<file path="config.mk">
export PLATFORM = sky130hd
export DESIGN_NAME = ser_adc_seq
export DESIGN_NICKNAME = d
export VERILOG_FILES = /design/src/rtl/ser_adc_seq_pkg.sv /design/src/rtl/ser_sync.sv /design/src/rtl/ser_fall_det.sv /design/src/rtl/ser_word_hold.sv /design/src/rtl/ser_phase_fsm.sv /design/src/rtl/ser_adc_seq.sv
export SDC_FILE = /design/constraint.sdc
export NUM_CORES = 1
export LEC_CHECK = 0
export BUFFER_PORTS_ARGS = -buffer_cell sky130_fd_sc_hd__buf_2
export CAP_MARGIN = 15
export CORE_ASPECT_RATIO = 0.8
export CORE_MARGIN = 1
export CORE_UTILIZATION = 30
export CTS_CLUSTER_DIAMETER = 50
export DETAILED_ROUTE_END_ITERATION = 16
export GPL_TIMING_DRIVEN = 0
export PLACE_DENSITY = 0.55
export SLEW_MARGIN = 10
export SYNTH_ARGS = -nofsm -noshare
export SYNTH_HDL_FRONTEND = slang
export SYNTH_SLANG_ARGS = --single-unit
</file>
<file path="constraint.sdc">
create_clock -name clk -period 2.05 [get_ports clk]
set_input_delay 0.5125 -clock clk [delete_from_list [all_inputs] [get_ports clk]]
set_output_delay 0.5125 -clock clk [all_outputs]
set_load 0.02 [all_outputs]
</file>
<file path="src/rtl/ser_adc_seq_pkg.sv">
package ser_adc_seq_pkg;

    typedef enum logic [2:0] {
        ST_IDLE   = 3'd0,
        ST_SAMPLE = 3'd1,
        ST_NULL   = 3'd2,
        ST_MSB    = 3'd3,
        ST_LSB    = 3'd4,
        ST_ZERO   = 3'd5,
        ST_DONE   = 3'd6
    } seq_state_t;

    // serial clock falls spent in the sampling phase before the null bit
    localparam int SAMPLE_FALLS = 2;

endpackage

</file>
<file path="src/rtl/ser_sync.sv">
module ser_sync #(
    parameter int   STAGES  = 2,
    parameter logic RST_VAL = 1'b0
) (
    input  logic clk,
    input  logic rst_n,
    input  logic async_i,
    output logic lvl_o
);

    logic [STAGES-1:0] pipe_q;

    always_ff @(posedge clk or negedge rst_n) begin
        if (!rst_n) begin
            pipe_q <= {STAGES{RST_VAL}};
        end else begin
            pipe_q <= {pipe_q[STAGES-2:0], async_i};
        end
    end

    assign lvl_o = pipe_q[STAGES-1];

endmodule

</file>
<file path="src/rtl/ser_fall_det.sv">
module ser_fall_det #(
    parameter logic RST_VAL = 1'b0
) (
    input  logic clk,
    input  logic rst_n,
    input  logic lvl_i,
    output logic fall_o
);

    logic prev_q;

    always_ff @(posedge clk or negedge rst_n) begin
        if (!rst_n) begin
            prev_q <= RST_VAL;
        end else begin
            prev_q <= lvl_i;
        end
    end

    assign fall_o = prev_q & ~lvl_i;

endmodule

</file>
<file path="src/rtl/ser_word_hold.sv">
module ser_word_hold #(
    parameter int WORD_W = 12
) (
    input  logic              clk,
    input  logic              rst_n,
    input  logic [WORD_W-1:0] sample_data,
    input  logic              sample_valid,
    input  logic              start_i,
    output logic [WORD_W-1:0] word_o
);

    logic [WORD_W-1:0] held_q;
    logic [WORD_W-1:0] frame_q;

    always_ff @(posedge clk or negedge rst_n) begin
        if (!rst_n) begin
            held_q <= '0;
        end else if (sample_valid) begin
            held_q <= sample_data;
        end
    end

    // the frame word is frozen at the start of a conversion
    always_ff @(posedge clk or negedge rst_n) begin
        if (!rst_n) begin
            frame_q <= '0;
        end else if (start_i) begin
            frame_q <= held_q;
        end
    end

    assign word_o = frame_q;

endmodule

</file>
<file path="src/rtl/ser_phase_fsm.sv">
module ser_phase_fsm
    import ser_adc_seq_pkg::*;
#(
    parameter int WORD_W     = 12,
    parameter bit TAIL_ZEROS = 1'b0
) (
    input  logic              clk,
    input  logic              rst_n,
    input  logic              cs_high,
    input  logic              cs_fall,
    input  logic              sclk_fall,
    input  logic [WORD_W-1:0] word_i,
    output seq_state_t        state_o,
    output logic              sdo,
    output logic              sdo_oe
);

    localparam int IDX_W = (WORD_W > 1) ? $clog2(WORD_W) : 1;
    localparam int SMP_W = $clog2(SAMPLE_FALLS + 1);
    localparam logic [IDX_W-1:0] IDX_TOP = IDX_W'(WORD_W - 1);
    localparam logic [SMP_W-1:0] SMP_END = SMP_W'(SAMPLE_FALLS - 1);

    seq_state_t       state_q, state_d;
    logic [IDX_W-1:0] idx_q, idx_d;
    logic [SMP_W-1:0] smp_q, smp_d;

    // state register
    always_ff @(posedge clk or negedge rst_n) begin
        if (!rst_n) begin
            state_q <= ST_IDLE;
            idx_q   <= '0;
            smp_q   <= '0;
        end else begin
            state_q <= state_d;
            idx_q   <= idx_d;
            smp_q   <= smp_d;
        end
    end

    // next state
    always_comb begin
        state_d = state_q;
        idx_d   = idx_q;
        smp_d   = smp_q;
        if (cs_fall) begin
            state_d = ST_SAMPLE;
            idx_d   = '0;
            smp_d   = '0;
        end else if (cs_high) begin
            state_d = ST_IDLE;
            idx_d   = '0;
            smp_d   = '0;
        end else if (sclk_fall) begin
            unique case (state_q)
                ST_IDLE: begin
                    state_d = ST_IDLE;
                end
                ST_SAMPLE: begin
                    if (smp_q == SMP_END) begin
                        state_d = ST_NULL;
                        smp_d   = '0;
                    end else begin
                        smp_d = smp_q + 1'b1;
                    end
                end
                ST_NULL: begin
                    state_d = ST_MSB;
                    idx_d   = IDX_TOP;
                end
                ST_MSB: begin
                    if (idx_q == '0) begin
                        if (TAIL_ZEROS) begin
                            state_d = ST_ZERO;
                        end else begin
                            state_d = ST_LSB;
                            idx_d   = IDX_W'(1);
                        end
                    end else begin
                        idx_d = idx_q - 1'b1;
                    end
                end
                ST_LSB: begin
                    if (idx_q == IDX_TOP) begin
                        state_d = ST_DONE;
                    end else begin
                        idx_d = idx_q + 1'b1;
                    end
                end
                ST_ZERO: begin
                    state_d = ST_ZERO;
                end
                ST_DONE: begin
                    state_d = ST_DONE;
                end
                default: begin
                    state_d = ST_IDLE;
                end
            endcase
        end
    end

    // outputs
    always_comb begin
        sdo    = 1'b0;
        sdo_oe = 1'b0;
        unique case (state_q)
            ST_IDLE, ST_SAMPLE, ST_DONE: begin
                sdo    = 1'b0;
                sdo_oe = 1'b0;
            end
            ST_NULL, ST_ZERO: begin
                sdo    = 1'b0;
                sdo_oe = 1'b1;
            end
            ST_MSB, ST_LSB: begin
                sdo    = word_i[idx_q];
                sdo_oe = 1'b1;
            end
            default: begin
                sdo    = 1'b0;
                sdo_oe = 1'b0;
            end
        endcase
    end

    assign state_o = state_q;

endmodule

</file>
<file path="src/rtl/ser_adc_seq.sv">
module ser_adc_seq
    import ser_adc_seq_pkg::*;
#(
    parameter int WORD_W      = 12,
    parameter int SYNC_STAGES = 2,
    parameter bit TAIL_ZEROS  = 1'b0
) (
    input  logic              clk,
    input  logic              rst_n,
    input  logic              csn,
    input  logic              sclk,
    input  logic [WORD_W-1:0] sample_data,
    input  logic              sample_valid,
    output logic              sdo,
    output logic              sdo_oe
);

    logic       cs_high;
    logic       cs_fall;
    logic       sclk_lvl;
    logic       sclk_fall;
    logic [WORD_W-1:0] frame_word;
    seq_state_t state;

    ser_sync #(.STAGES(SYNC_STAGES), .RST_VAL(1'b1)) cs_sync_i (
        .clk     (clk),
        .rst_n   (rst_n),
        .async_i (csn),
        .lvl_o   (cs_high)
    );

    ser_fall_det #(.RST_VAL(1'b1)) cs_fall_i (
        .clk    (clk),
        .rst_n  (rst_n),
        .lvl_i  (cs_high),
        .fall_o (cs_fall)
    );

    ser_sync #(.STAGES(SYNC_STAGES), .RST_VAL(1'b0)) sclk_sync_i (
        .clk     (clk),
        .rst_n   (rst_n),
        .async_i (sclk),
        .lvl_o   (sclk_lvl)
    );

    ser_fall_det #(.RST_VAL(1'b0)) sclk_fall_i (
        .clk    (clk),
        .rst_n  (rst_n),
        .lvl_i  (sclk_lvl),
        .fall_o (sclk_fall)
    );

    ser_word_hold #(.WORD_W(WORD_W)) hold_i (
        .clk          (clk),
        .rst_n        (rst_n),
        .sample_data  (sample_data),
        .sample_valid (sample_valid),
        .start_i      (cs_fall),
        .word_o       (frame_word)
    );

    ser_phase_fsm #(.WORD_W(WORD_W), .TAIL_ZEROS(TAIL_ZEROS)) fsm_i (
        .clk       (clk),
        .rst_n     (rst_n),
        .cs_high   (cs_high),
        .cs_fall   (cs_fall),
        .sclk_fall (sclk_fall),
        .word_i    (frame_word),
        .state_o   (state),
        .sdo       (sdo),
        .sdo_oe    (sdo_oe)
    );

endmodule

</file>
# [Yosys cells after proc, flatten, opt, wreduce, memory -nomap -nowiden]
# Index checks and enable logic that the tools add are counted.
[totals] regBits=39 output_inout_bits=2 input_bits=17 elab_cells=60
[classes] n_reduce_logical=9 bitwise_logic=4 n_lt_le_gt_ge=1 muxes=22 n_eq_ne=12 n_addsub=3
[op_table] cell="2-to-1 mux 4 bit" count=5
[op_table] cell="2-to-1 mux 3 bit" count=6
[op_table] cell="one-hot mux 3 bit (6 select lines)" count=1
[op_table] cell="!= test 4 x 3 -> 1 bit, second input constant" count=3
[op_table] cell="one-hot mux 4 bit (3 select lines)" count=1
[op_table] cell="2-to-1 mux 2 bit" count=5
[op_table] cell="== test 3 bit, second input constant" count=3
[op_table] cell="== test 3 x 2 -> 1 bit, second input constant" count=2
[op_table] cell="nonzero test 3 bit" count=2
[op_table] cell="< comparator 4 x 5 -> 1 bit, second input constant" count=1
[op_table] cell="nonzero test 5 bit" count=1
[op_table] cell="adder 4 x 1 -> 4 bit, second input constant" count=1
[op_table] cell="binary-select mux 1 bit (select 4 bit)" count=1
[op_table] cell="== test 4 bit, second input constant" count=1
[op_table] cell="zero test 4 bit" count=1
[op_table] cell="!= test 4 bit, second input constant" count=1
[op_table] cell="AND reduction 4 bit" count=1
[op_table] cell="OR reduction 4 bit" count=1
[op_table] cell="subtractor 4 x 1 -> 4 bit, second input constant" count=1
[op_table] cell="== test 3 x 1 -> 1 bit, second input constant" count=1
[op_table] cell="2-to-1 mux 1 bit" count=3
[op_table] cell="AND reduction 3 bit" count=1
[op_table] cell="adder 2 x 1 -> 2 bit, second input constant" count=1
[op_table] cell="bitwise AND 1 bit" count=2
[op_table] cell="4 further kinds" count=5

# [Logic depth before layout (Yosys ltp)]
# Gate-level depths: netlist of the first run.
[logic_depth] word_depth=6 depth_mapped=7 depth_no_buf=6

# [Cells and area by module]
# From an unflattened synthesis of the first run, not the netlist that was laid out.
[hier_totals] hier_cells=147 hier_area_um2=1968.1
[by_module_without_submodules] module="ser_word_hold" cells_per_inst=50 seq_area_each_um2=600.6 instances=1 area_per_inst_um2=968.4
[by_module_without_submodules] module="ser_phase_fsm" cells_per_inst=89 seq_area_each_um2=225.2 instances=1 area_per_inst_um2=818.3
[by_module_without_submodules] module="ser_sync (cs_sync_i)" cells_per_inst=2 seq_area_each_um2=52.6 instances=1 area_per_inst_um2=52.6
[by_module_without_submodules] module="ser_sync (sclk_sync_i)" cells_per_inst=2 seq_area_each_um2=50.0 instances=1 area_per_inst_um2=50.0
[by_module_without_submodules] module="ser_fall_det (cs_fall_i)" cells_per_inst=2 seq_area_each_um2=26.3 instances=1 area_per_inst_um2=40.0
[by_module_without_submodules] module="ser_fall_det (sclk_fall_i)" cells_per_inst=2 seq_area_each_um2=25.0 instances=1 area_per_inst_um2=38.8

# [Worst setup path before layout of the first run]
# No wires, ideal clock.
[synth_timing] path_kind="reg2out" start="reg fsm_i.state_q[0] (netlist: fsm_i.state_o[0])" end="out sdo" stages_incl_launch_ff=5 t_required_ns=1.537 arrival_ns=1.631 n_path_buf=2 setup_slack_ns=-0.094 path_cell_list="dfrtp_1 buf_6 or3b_1 buf_6 a221oi_1"
[synth_via] elab_chain_len=3 word_cells_on_any_way=4 cone_classes="2 x eq/ne; 1 x mux; 1 x reduce/logical"
[synth_lines] element="from (decl)" line_no="ser_phase_fsm.sv:23" source="seq_state_t state_q, state_d;"
[synth_lines] element="from (signal assigned)" line_no="ser_phase_fsm.sv:34" source="state_q <= state_d;"
[synth_lines] element="== test 3 x 2 -> 1 bit or == test 3 bit (tied branches)" line_no="ser_phase_fsm.sv:106" source="unique case (state_q)"
[synth_lines] element="OR reduction 2 bit *"
[synth_lines] element="2-to-1 mux 1 bit *" line_no="ser_phase_fsm.sv:106"
[synth_lines] element="to (decl)" line_no="ser_adc_seq.sv:14" source="output logic sdo,"
# Mark *: on every way between the ends. The rest lies on a longest branch, timed or not.

# [Worst setup path after layout of the first run]
[layout_timing] start="reg fsm_i.idx_q[0]" end="out sdo"
[layout_via] elab_chain_len=3
[layout_lines] element="from (decl)" line_no="ser_phase_fsm.sv:24" source="logic [IDX_W-1:0] idx_q, idx_d;"
[layout_lines] element="from (signal assigned)" line_no="ser_phase_fsm.sv:35" source="idx_q <= idx_d;"
[layout_lines] element="binary-select mux 1 bit (select 4 bit)" line_no="ser_phase_fsm.sv:116" source="sdo = word_i[idx_q];"
[layout_lines] element="2-to-1 mux 1 bit (not written as such)" line_no="ser_phase_fsm.sv:116"
[layout_lines] element="2-to-1 mux 1 bit" line_no="ser_phase_fsm.sv:106"
# No other way between the ends. The select of a mux whose other input is x is not followed.

==> results of run 1 <==
[area by class of cell]
type / instances / area share [%]
flip-flops and latches: 39 / 44.69
clock buffers: 7 / 3.482
repair buffers: 22 / 5.594
inverters: 6 / 1.027
well taps: 81 / 4.623
plain buffers: 11 / 3.025
clock inverters: 1 / 0.2283
multi-input cells: 91 / 37.33
[cell families after synthesis]
group                    count (synthesis)  synth area share, %
buffers and inverters                   18                4.545
adder cells (fa/ha/maj)                  3                2.006
flip-flops                              39                52.34
AND/OR/NAND/NOR                         29                10.63
AO/OA/AOI/OAI                           29                10.90
multiplexers                            28                18.65
XOR/XNOR                                 2               0.9360
[where the power goes]
group	switching (mW)	internal (mW)	total [mW]	leakage, nW
Clock	0.259	0.239	0.497	0.0422
Combinational	0.0662	0.0978	0.164	0.385
Sequential	0.0370	0.849	0.886	0.472
Total	0.362	1.19	1.55	0.900
[routing by layer]
layer / track usage (%) / share of wire [%]
met2: 18.83 / 45
met4: 5.914 / 1.9
met5: 0 / 0
met1: 15.95 / 49
met3: 2.500 / 3.5
[Yosys cell counts (2+ instances only)]
cell / instances
a211oi_1: 2
a21oi_1: 9
and3b_1: 2
buf_2: 2
buf_6: 2
clkbuf_1: 7
dfrtp_1: 36
dfstp_2: 3
ha_1: 3
inv_1: 6
mux2_2: 25
mux4_2: 3
nand2b_1: 3
nand3_1: 3
nor2_1: 3
nor2b_1: 5
nor3_1: 3
o21ai_0: 5
o32ai_1: 2
[worst paths after layout]
kind,endpoint,slack [ns]
setup reg to reg,fsm_i.state_o[2],0
hold reg to reg,sclk_sync_i.pipe_q[1],0.35
max in group asynchronous,hold_i.held_q[7],1.18
hold / removal,cs_sync_i.pipe_q[0],0.32
setup / recovery,sdo,-0.28
min in group asynchronous,hold_i.word_o[4],0.33
[registers in the layout, indices dropped and copies added (netlist names), 2 cells and up]
register            count
fsm_i.state_o           3
sclk_sync_i.pipe_q      2
fsm_i.smp_q             2
hold_i.held_q          12
hold_i.word_o          12
cs_sync_i.pipe_q        2
fsm_i.idx_q             4
[critical path: cells and delay by family, from the launching register on]
kind | cells | cell delay [ns]
buffers and inverters | 2 | 0.31
multiplexers | 1 | 0.48
AO/OA/AOI/OAI | 2 | 0.24
flip-flops | 1 | 0.36
AND/OR/NAND/NOR | 1 | 0.15
[what timing repair did]
item                                    in CTS  in global routing
gates resized for setup                      4                  2
pin swaps                                    1                  0
endpoints found under the setup margin       1                  4
setup buffers                                3                  1
gates cloned                                 0                  0
==> impl_results.md, run 1 <==
- Critical path's slowest cell: mux4_2
- Crit path kind: reg -> out
- Commonest non-fill, non-tap cell in the layout: dfrtp_1
- Library cells used by synthesis: 43
- ANT cells: 0
- Fmax: 428.4 MHz
- Initial antenna violation count: 0
- CTS tree: built
- Worst slew pin tran: 0.8577 ns
- Dpl cells: 247
- Nets: 196
- Critical path arrival: 1.82 ns
- Via count: 1242
- Synth async-reset ratio: 100.0%
- Root Driver: clkbuf_8
- Routed WL per cell: 13.56 um
- # IOs: 19
- Final setup skew: 0.007040 ns
- Beginning of the critical path: fsm_i.idx_q[0]
- Power Density: 706.0 nW/um^2
- Synth warn: 0
- Area leader, netlist: dfrtp_1
- Initial DRT Pass Iterations: 4
- Syn nets: 168
- Hold Startpoint: csn
- Synth top area share: 48.13%
- GPL Wtd Cong: 0.7855
- Fillcell total: 617
- Synth area leaders: dfrtp_1, mux2_2, dfstp_2
- GRT Overall Usage: 11.98%
- Req. time, crit path: 1.54 ns
- Iter 0 DRT Violations: 80
- Netlist Area Pre-Place: 1872 sq um
- Leak pwr: 0.8997 nW
- Worst reg2reg startpoint: fsm_i.idx_q[0]
- RSZ-0062 raised after global routing: yes
- Area occupied by multi-input gates: 818.3 sq um
- Vias in the first global route: 1263
- Max incr delay on CP: 0.48 ns
- Syn Inst Count: 148
- Pin count of the biggest net entering global routing: 40
- DP Wirelength: 2350 um
- Crit end category: output pin
- Hold Slack: 0.3183 ns
- Register area share after synthesis: 52.34%
- Post-Layout Inst Area: 2192 sq um
- Die width: 90.31 um
- Clock-pin slew on the worst setup and hold paths: 0.07 ns
- Final WS setup: -0.2841 ns
- Yosys reg bits: 39
- Area Overhead vs Synth: 17.11%
- # rows: 25
- Port Buf Inserts: 18
- # DRC: 0
- Worst slew margin: 42.82%
- Clock sinks: 39
- Top_reg_cell synth: dfrtp_1
- DIE AREA: 6561 sq um
- Worst slack, placed: -0.2090 ns
- Reg area: 979.7 sq um
- Final Hold Fails: 0
- Cts hold-fix bufs: 0
- Final Cycle Share: 113.9%
- H-tree levels: 2
- DRT Wirelength: 3499 um
- Initial core utilization: 31.33%
- Non-filler cells, final: 258
- Worst Reg-to-Reg Cells: 7
- Global-route wire length before repair: 6044 um
- Avg Cell Area, Syn: 12.65 sq um
- Crit path cell chain: buf_6 -> mux4_2 -> nor2b_1 -> a211oi_2 -> a221oi_2 -> buf_4
- Core Box Area: 5974 sq um
- Post-synth EDFFs: 0
- Clk_lat worst skew: 0.29 ns
- Post-Place Cell Area: 2069 sq um
- Post-route setup TNS: -0.2842 ns
- Via-per-instance ratio: 4.814
- Run status: complete, but fails checks
- Hold Path Class: in -> reg
- Worst setup SP type: flip-flop
- Final setup vio count: 2
- Most frequent cells in the layout: dfrtp_1, mux2_2, buf_2
- Overall power: 1.548 mW
- CTS Buffer Depth: 2
- Hold Crit Depth: 1
- Fraction of layout cells with a size suffix above 1: 41.24%
- Max VDD drop: 0.0003039 V
- Post-route ant nets: 0
- CTS buffer count: 5
- Final min period: 2.334 ns
- Die extent in y: 72.65 um
- GR Overflow Total: 0
- Failing checks: setup timing
- Slew Limit Fails: 0
- Max_cap viols: 0
- CP Max Fanout: 4
- Core Util, Final: 36.69%
(Power assumes the default switching activity.)
==> inputs of run 2 (changes only) <==
--- a/config.mk
+++ b/config.mk
@@ -14,6 +14,7 @@
 export DETAILED_ROUTE_END_ITERATION = 16
 export GPL_TIMING_DRIVEN = 0
 export PLACE_DENSITY = 0.55
+export SETUP_SLACK_MARGIN = 0.5
 export SLEW_MARGIN = 10
 export SYNTH_ARGS = -nofsm -noshare
 export SYNTH_HDL_FRONTEND = slang
==> run 2 against run 1 <==
  * The flow still finishes with violations (setup timing)
  * Sequential cell count unchanged
  * Cell area grew 15%
  * Sequential share of layout area down 5.8 points
  * Clock power increased by 54%
  * Clock-buffer cell count down 1
  * Combinational power increased by 12%
  * Critical endpoint unchanged
  * Largest power group unchanged
==> impl_results.md, run 2 (synthesis gave the netlist of run 1 again) <==
- Initial core utilization: 31.33%
- Final min period: 2.346 ns
- GRT Overall Usage: 12.14%
- Worst slew margin: 43.01%
- Clock-pin slew on the worst setup and hold paths: 0.08 ns
- Fillcell total: 553
- Pin count of the biggest net entering global routing: 40
- Dpl cells: 247
- Core Box Area: 5974 sq um
- Clock sinks: 39
- Non-filler cells, final: 269
- Req. time, crit path: 1.54 ns
- Final Cycle Share: 114.4%
- Overall power: 1.834 mW
- DIE AREA: 6561 sq um
- Max_cap viols: 0
- CTS buffer count: 5
- Worst setup SP type: flip-flop
- CTS Buffer Depth: 2
- # IOs: 19
- Root Driver: clkbuf_8
- Vias in the first global route: 1270
- Critical path arrival: 1.83 ns
- CP Buf/Inv Count: 2
- Crit path kind: reg -> out
- Nets: 207
- Final setup vio count: 1
- Area Overhead vs Synth: 34.56%
- R2R Setup Slk: 0.12 ns
- CP most frequent cell: buf_6
- Max incr delay on CP: 0.49 ns
- Global-route wire length before repair: 6223 um
- Hold Path Class: in -> async
- Failing checks: setup timing
- Power Density: 728.2 nW/um^2
- CP Max Fanout: 4
- DP Wirelength: 2253 um
- Critical path's slowest cell: mux4_2
- CP top delay family: multiplexers
- Via count: 1273
- Die extent in y: 72.65 um
- Clk_lat worst skew: 0.30 ns
- Die width: 90.31 um
- Fmax: 426.3 MHz
- Iter 0 DRT Violations: 114
- Port Buf Inserts: 18
- CTS tree: built
- Routed WL per cell: 13.47 um
- Crit path cell chain: buf_6 -> mux4_2 -> nor2b_4 -> a211oi_4 -> a221oi_4 -> buf_6
- Post-Layout Inst Area: 2519 sq um
- Post-route ant nets: 0
- Final WS setup: -0.2960 ns
- Post-Place Cell Area: 2101 sq um
- Final setup skew: 0.01410 ns
- Via-per-instance ratio: 4.732
- Initial antenna violation count: 0
- Fraction of layout cells with a size suffix above 1: 54.79%
- ANT cells: 0
- Run status: complete, but fails checks
- DRT Wirelength: 3623 um
- GR Overflow Total: 0
- GPL Wtd Cong: 0.7269
- Leak pwr: 1.040 nW
- # DRC: 0
- Initial DRT Pass Iterations: 2
- H-tree levels: 2
- Core Util, Final: 42.16%
- Crit end category: output pin
- Most frequent cells in the layout: dfrtp_1, mux2_2, buf_2
- Final Hold Fails: 0
- Commonest non-fill, non-tap cell in the layout: dfrtp_1
- RSZ-0062 raised after global routing: yes
- Slew Limit Fails: 0
- # rows: 25
- Max VDD drop: 0.0003464 V
- Worst slew pin tran: 0.8548 ns
## run 2: worst register-to-register path, stage by stage (launching register included)
cell and delay [ns]:
dfrtp_1 0.39, buf_6 0.14, buf_4 0.13, buf_6 0.10, buf_6 0.11, inv_4 0.05, ha_4 0.13, nor3b_4 0.22
or4b_4 0.49, a21oi_2 0.12
## run 2: per-layer routing
metal / up-vias / track usage [%] / wire length, um
met5: - / 0 / 0
met4: 0 / 4.839 / 85
met3: 9 / 2.917 / 81
met2: 15 / 18.07 / 1662
met1: 635 / 17.14 / 1794
li1: 614 / - / -
## run 2: timing repair
action / CTS / global route
gates cloned: 0 / 0
setup buffers: 9 / 5
pin swaps: 11 / 9
endpoints found under the setup margin: 19 / 20
gates resized for setup: 28 / 16
hold buffers: 0 / 0
## run 2: final timing paths
| path | start | end | cells after the start |
|---|---|---|---|
| worst max-delay path | fsm_i.idx_q[0] | sdo | 6 |
| worst min-delay path | rst_n | fsm_i.state_o[1] | 1 |
| worst max register to register | fsm_i.idx_q[0] | fsm_i.state_o[2] | 9 |
| worst min register to register | sclk_sync_i.pipe_q[0] | sclk_sync_i.pipe_q[1] | 0 |
| max in group asynchronous | rst_n | fsm_i.idx_q[0] | 1 |
| min in group clk | csn | cs_sync_i.pipe_q[0] | 1 |
## run 2: through the flow
step	hold WS [ns]	TNS [ns]	worst slack (ns)
floorplan	0.2169	0	0.1576
global placement	0.3331	-0.05579	-0.05579
detailed placement	0.3364	-0.05848	-0.05848
CTS	0.3133	-0.3555	-0.3555
global route	0.3094	-0.3650	-0.3650
finish	0.3164	-0.2960	-0.2960
## run 2: where the power goes
group	total, mW	internal (mW)	switching [mW]	leakage (nW)
registers	0.886	0.849	0.0372	0.472
clock network	0.765	0.487	0.278	0.0654
logic	0.183	0.108	0.0751	0.502
total	1.83	1.44	0.391	1.04
## run 2: final cells by class
| class | count | area (sq um) | area share [%] |
|---|---|---|---|
| clock inverter | 2 | 60.06 | 2.384 |
| buffer | 12 | 103.9 | 4.123 |
| timing repair buffer | 32 | 219.0 | 8.693 |
| multi-input combinational | 91 | 957.2 | 38.00 |
| inverter | 6 | 25.02 | 0.9935 |
| tap | 81 | 101.3 | 4.024 |
| sequential | 39 | 979.7 | 38.90 |
| clock buffer | 6 | 72.57 | 2.881 |
==> inputs of run 3 (changes only) <==
--- a/config.mk
+++ b/config.mk
@@ -6,13 +6,14 @@
 export NUM_CORES = 1
 export LEC_CHECK = 0
 export BUFFER_PORTS_ARGS = -buffer_cell sky130_fd_sc_hd__buf_2
-export CAP_MARGIN = 15
+export CAP_MARGIN = 20
 export CORE_ASPECT_RATIO = 0.8
 export CORE_MARGIN = 1
 export CORE_UTILIZATION = 30
 export CTS_CLUSTER_DIAMETER = 50
 export DETAILED_ROUTE_END_ITERATION = 16
 export GPL_TIMING_DRIVEN = 0
+export MAX_ROUTING_LAYER = met4
 export PLACE_DENSITY = 0.55
 export SETUP_SLACK_MARGIN = 0.5
 export SLEW_MARGIN = 10
==> run 3 against run 2 <==
  * The run still ends with setup timing left
  * Die area stayed put
  * Via count stayed put
  * Cell count stayed put
  * Sequential cell count stayed put
  * Wire length is 0.25% lower
  * Cell area stayed put
  * Critical path depth stayed put
  * Core utilization stayed put
  * Critical path type unchanged
==> impl_results.md, run 3 (synthesis gave the netlist of run 1 again) <==
- Failing checks: setup timing
- Nets: 207
- DRT Wirelength: 3614 um
- Hold Path Class: in -> async
- Vias in the first global route: 1268
- # DRC: 0
- GR Overflow Total: 0
- Worst slew margin: 43.02%
- Commonest non-fill, non-tap cell in the layout: dfrtp_1
- Post-Place Cell Area: 2101 sq um
- CTS tree: built
- CP Max Fanout: 4
- Final Hold Fails: 0
- Fraction of layout cells with a size suffix above 1: 54.79%
- ANT cells: 0
- Core Util, Final: 42.16%
- Most frequent cells in the layout: dfrtp_1, mux2_2, buf_2
- Power Density: 727.1 nW/um^2
- GRT Overall Usage: 12.52%
- DIE AREA: 6561 sq um
- Critical path arrival: 1.83 ns
- Final setup skew: 0.01410 ns
- DP Wirelength: 2253 um
- Initial antenna violation count: 0
- Worst reg2reg startpoint: fsm_i.idx_q[0]
- Max incr delay on CP: 0.49 ns
- Iter 0 DRT Violations: 113
- H-tree levels: 2
- Fmax: 426.3 MHz
- RSZ-0062 raised after global routing: yes
- Req. time, crit path: 1.54 ns
- Slew Limit Fails: 0
- Final Cycle Share: 114.4%
- Clock sinks: 39
- Max VDD drop: 0.0003418 V
- Non-filler cells, final: 269
- Clock-pin slew on the worst setup and hold paths: 0.08 ns
- Initial core utilization: 31.33%
- Worst setup SP type: flip-flop
- CTS Buffer Depth: 2
- Worst slack, placed: -0.05848 ns
- GPL Wtd Cong: 0.7356
- Dpl cells: 247
- Critical path's slowest cell: mux4_2
- Final setup vio count: 1
- Leak pwr: 1.040 nW
- Worst slew pin tran: 0.8548 ns
- Global-route wire length before repair: 6223 um
- Clk_lat worst skew: 0.30 ns
- R2R Setup Slk: 0.12 ns
- Routed WL per cell: 13.43 um
- # IOs: 19
- Final min period: 2.346 ns
- # rows: 25
- Max_cap viols: 0
- Port Buf Inserts: 18
- Die width: 90.31 um
- Post-route ant nets: 0
- Worst Reg-to-Reg Cells: 9
- CP most frequent cell: buf_6
- Reg-to-Reg End: fsm_i.state_o[2]
- Die extent in y: 72.65 um
- Root Driver: clkbuf_8
- Crit path cell chain: buf_6 -> mux4_2 -> nor2b_4 -> a211oi_4 -> a221oi_4 -> buf_6
- Initial DRT Pass Iterations: 2
- Via count: 1273
- Crit path kind: reg -> out
- Post-Layout Inst Area: 2519 sq um
- Crit end category: output pin
- Area Overhead vs Synth: 34.56%
- Post-route setup TNS: -0.2959 ns
- Via-per-instance ratio: 4.732
- Run status: complete, but fails checks
- Hold Slack: 0.3165 ns
- Pin count of the biggest net entering global routing: 40
- CTS buffer count: 5
- Overall power: 1.831 mW
- Final WS setup: -0.2959 ns
- Core Box Area: 5974 sq um
==> run 3: cell counts in the layout (fill, tap and decap cells not counted) <==
No cell type changed its count.
==> run 3: what timing repair did <==
| item | 4_1_cts | 5_1_grt |
|---|---|---|
| hold endpoints to repair | 0 | 0 |
| pin swaps | 11 | 9 |
| buffers inserted | 9 | 5 |
| resized for setup | 28 | 16 |
| endpoints found under the setup margin | 19 | 20 |
| hold buffers | 0 | 0 |
==> run 3: worst max-delay path by stage <==
stage	start	end	depth (start not counted)
after global placement	fsm_i.idx_q[0]	sdo	6
after detailed placement	fsm_i.idx_q[0]	sdo	6
after CTS	fsm_i.idx_q[0]	sdo	6
final	fsm_i.idx_q[0]	sdo	6
after global routing	fsm_i.idx_q[0]	sdo	6
after floorplan	fsm_i.idx_q[0]	sdo	5
==> run 3: area by class of cell <==
| type | count | area (sq um) |
|---|---|---|
| Fill cell | 553 | 3456 |
| Sequential cell | 39 | 979.7 |
| Multi-Input combinational cell | 91 | 957.2 |
| Timing Repair Buffer | 32 | 219.0 |
| Buffer | 12 | 103.9 |
| Tap cell | 81 | 101.3 |
| Clock buffer | 6 | 72.57 |
| Clock inverter | 2 | 60.06 |
| Inverter | 6 | 25.02 |
==> run 3: layer usage <==
layer	GRT usage [%]	vias up	share of wire [%]
li1	-	614	-
met1	17.14	635	49
met3	2.917	9	2.2
met4	4.839	0	2.4
met5	-	-	0
met2	18.07	15	46
==> run 3: report_power, final <==
part	leakage (nW)	switching [mW]	internal, mW
combinational	0.502	0.0750	0.108
sequential	0.472	0.0370	0.849
clock	0.0654	0.276	0.487
total	1.04	0.388	1.44
==> run 3: critical path, delay by kind of cell, from the launching register on <==
family                 cells  cell delay (ns)
DFF                        1             0.37
and+or+nand+nor            1             0.15
AOI/OAI and AO/OA          2             0.28
muxes                      1             0.49
buffers and inverters      2             0.28
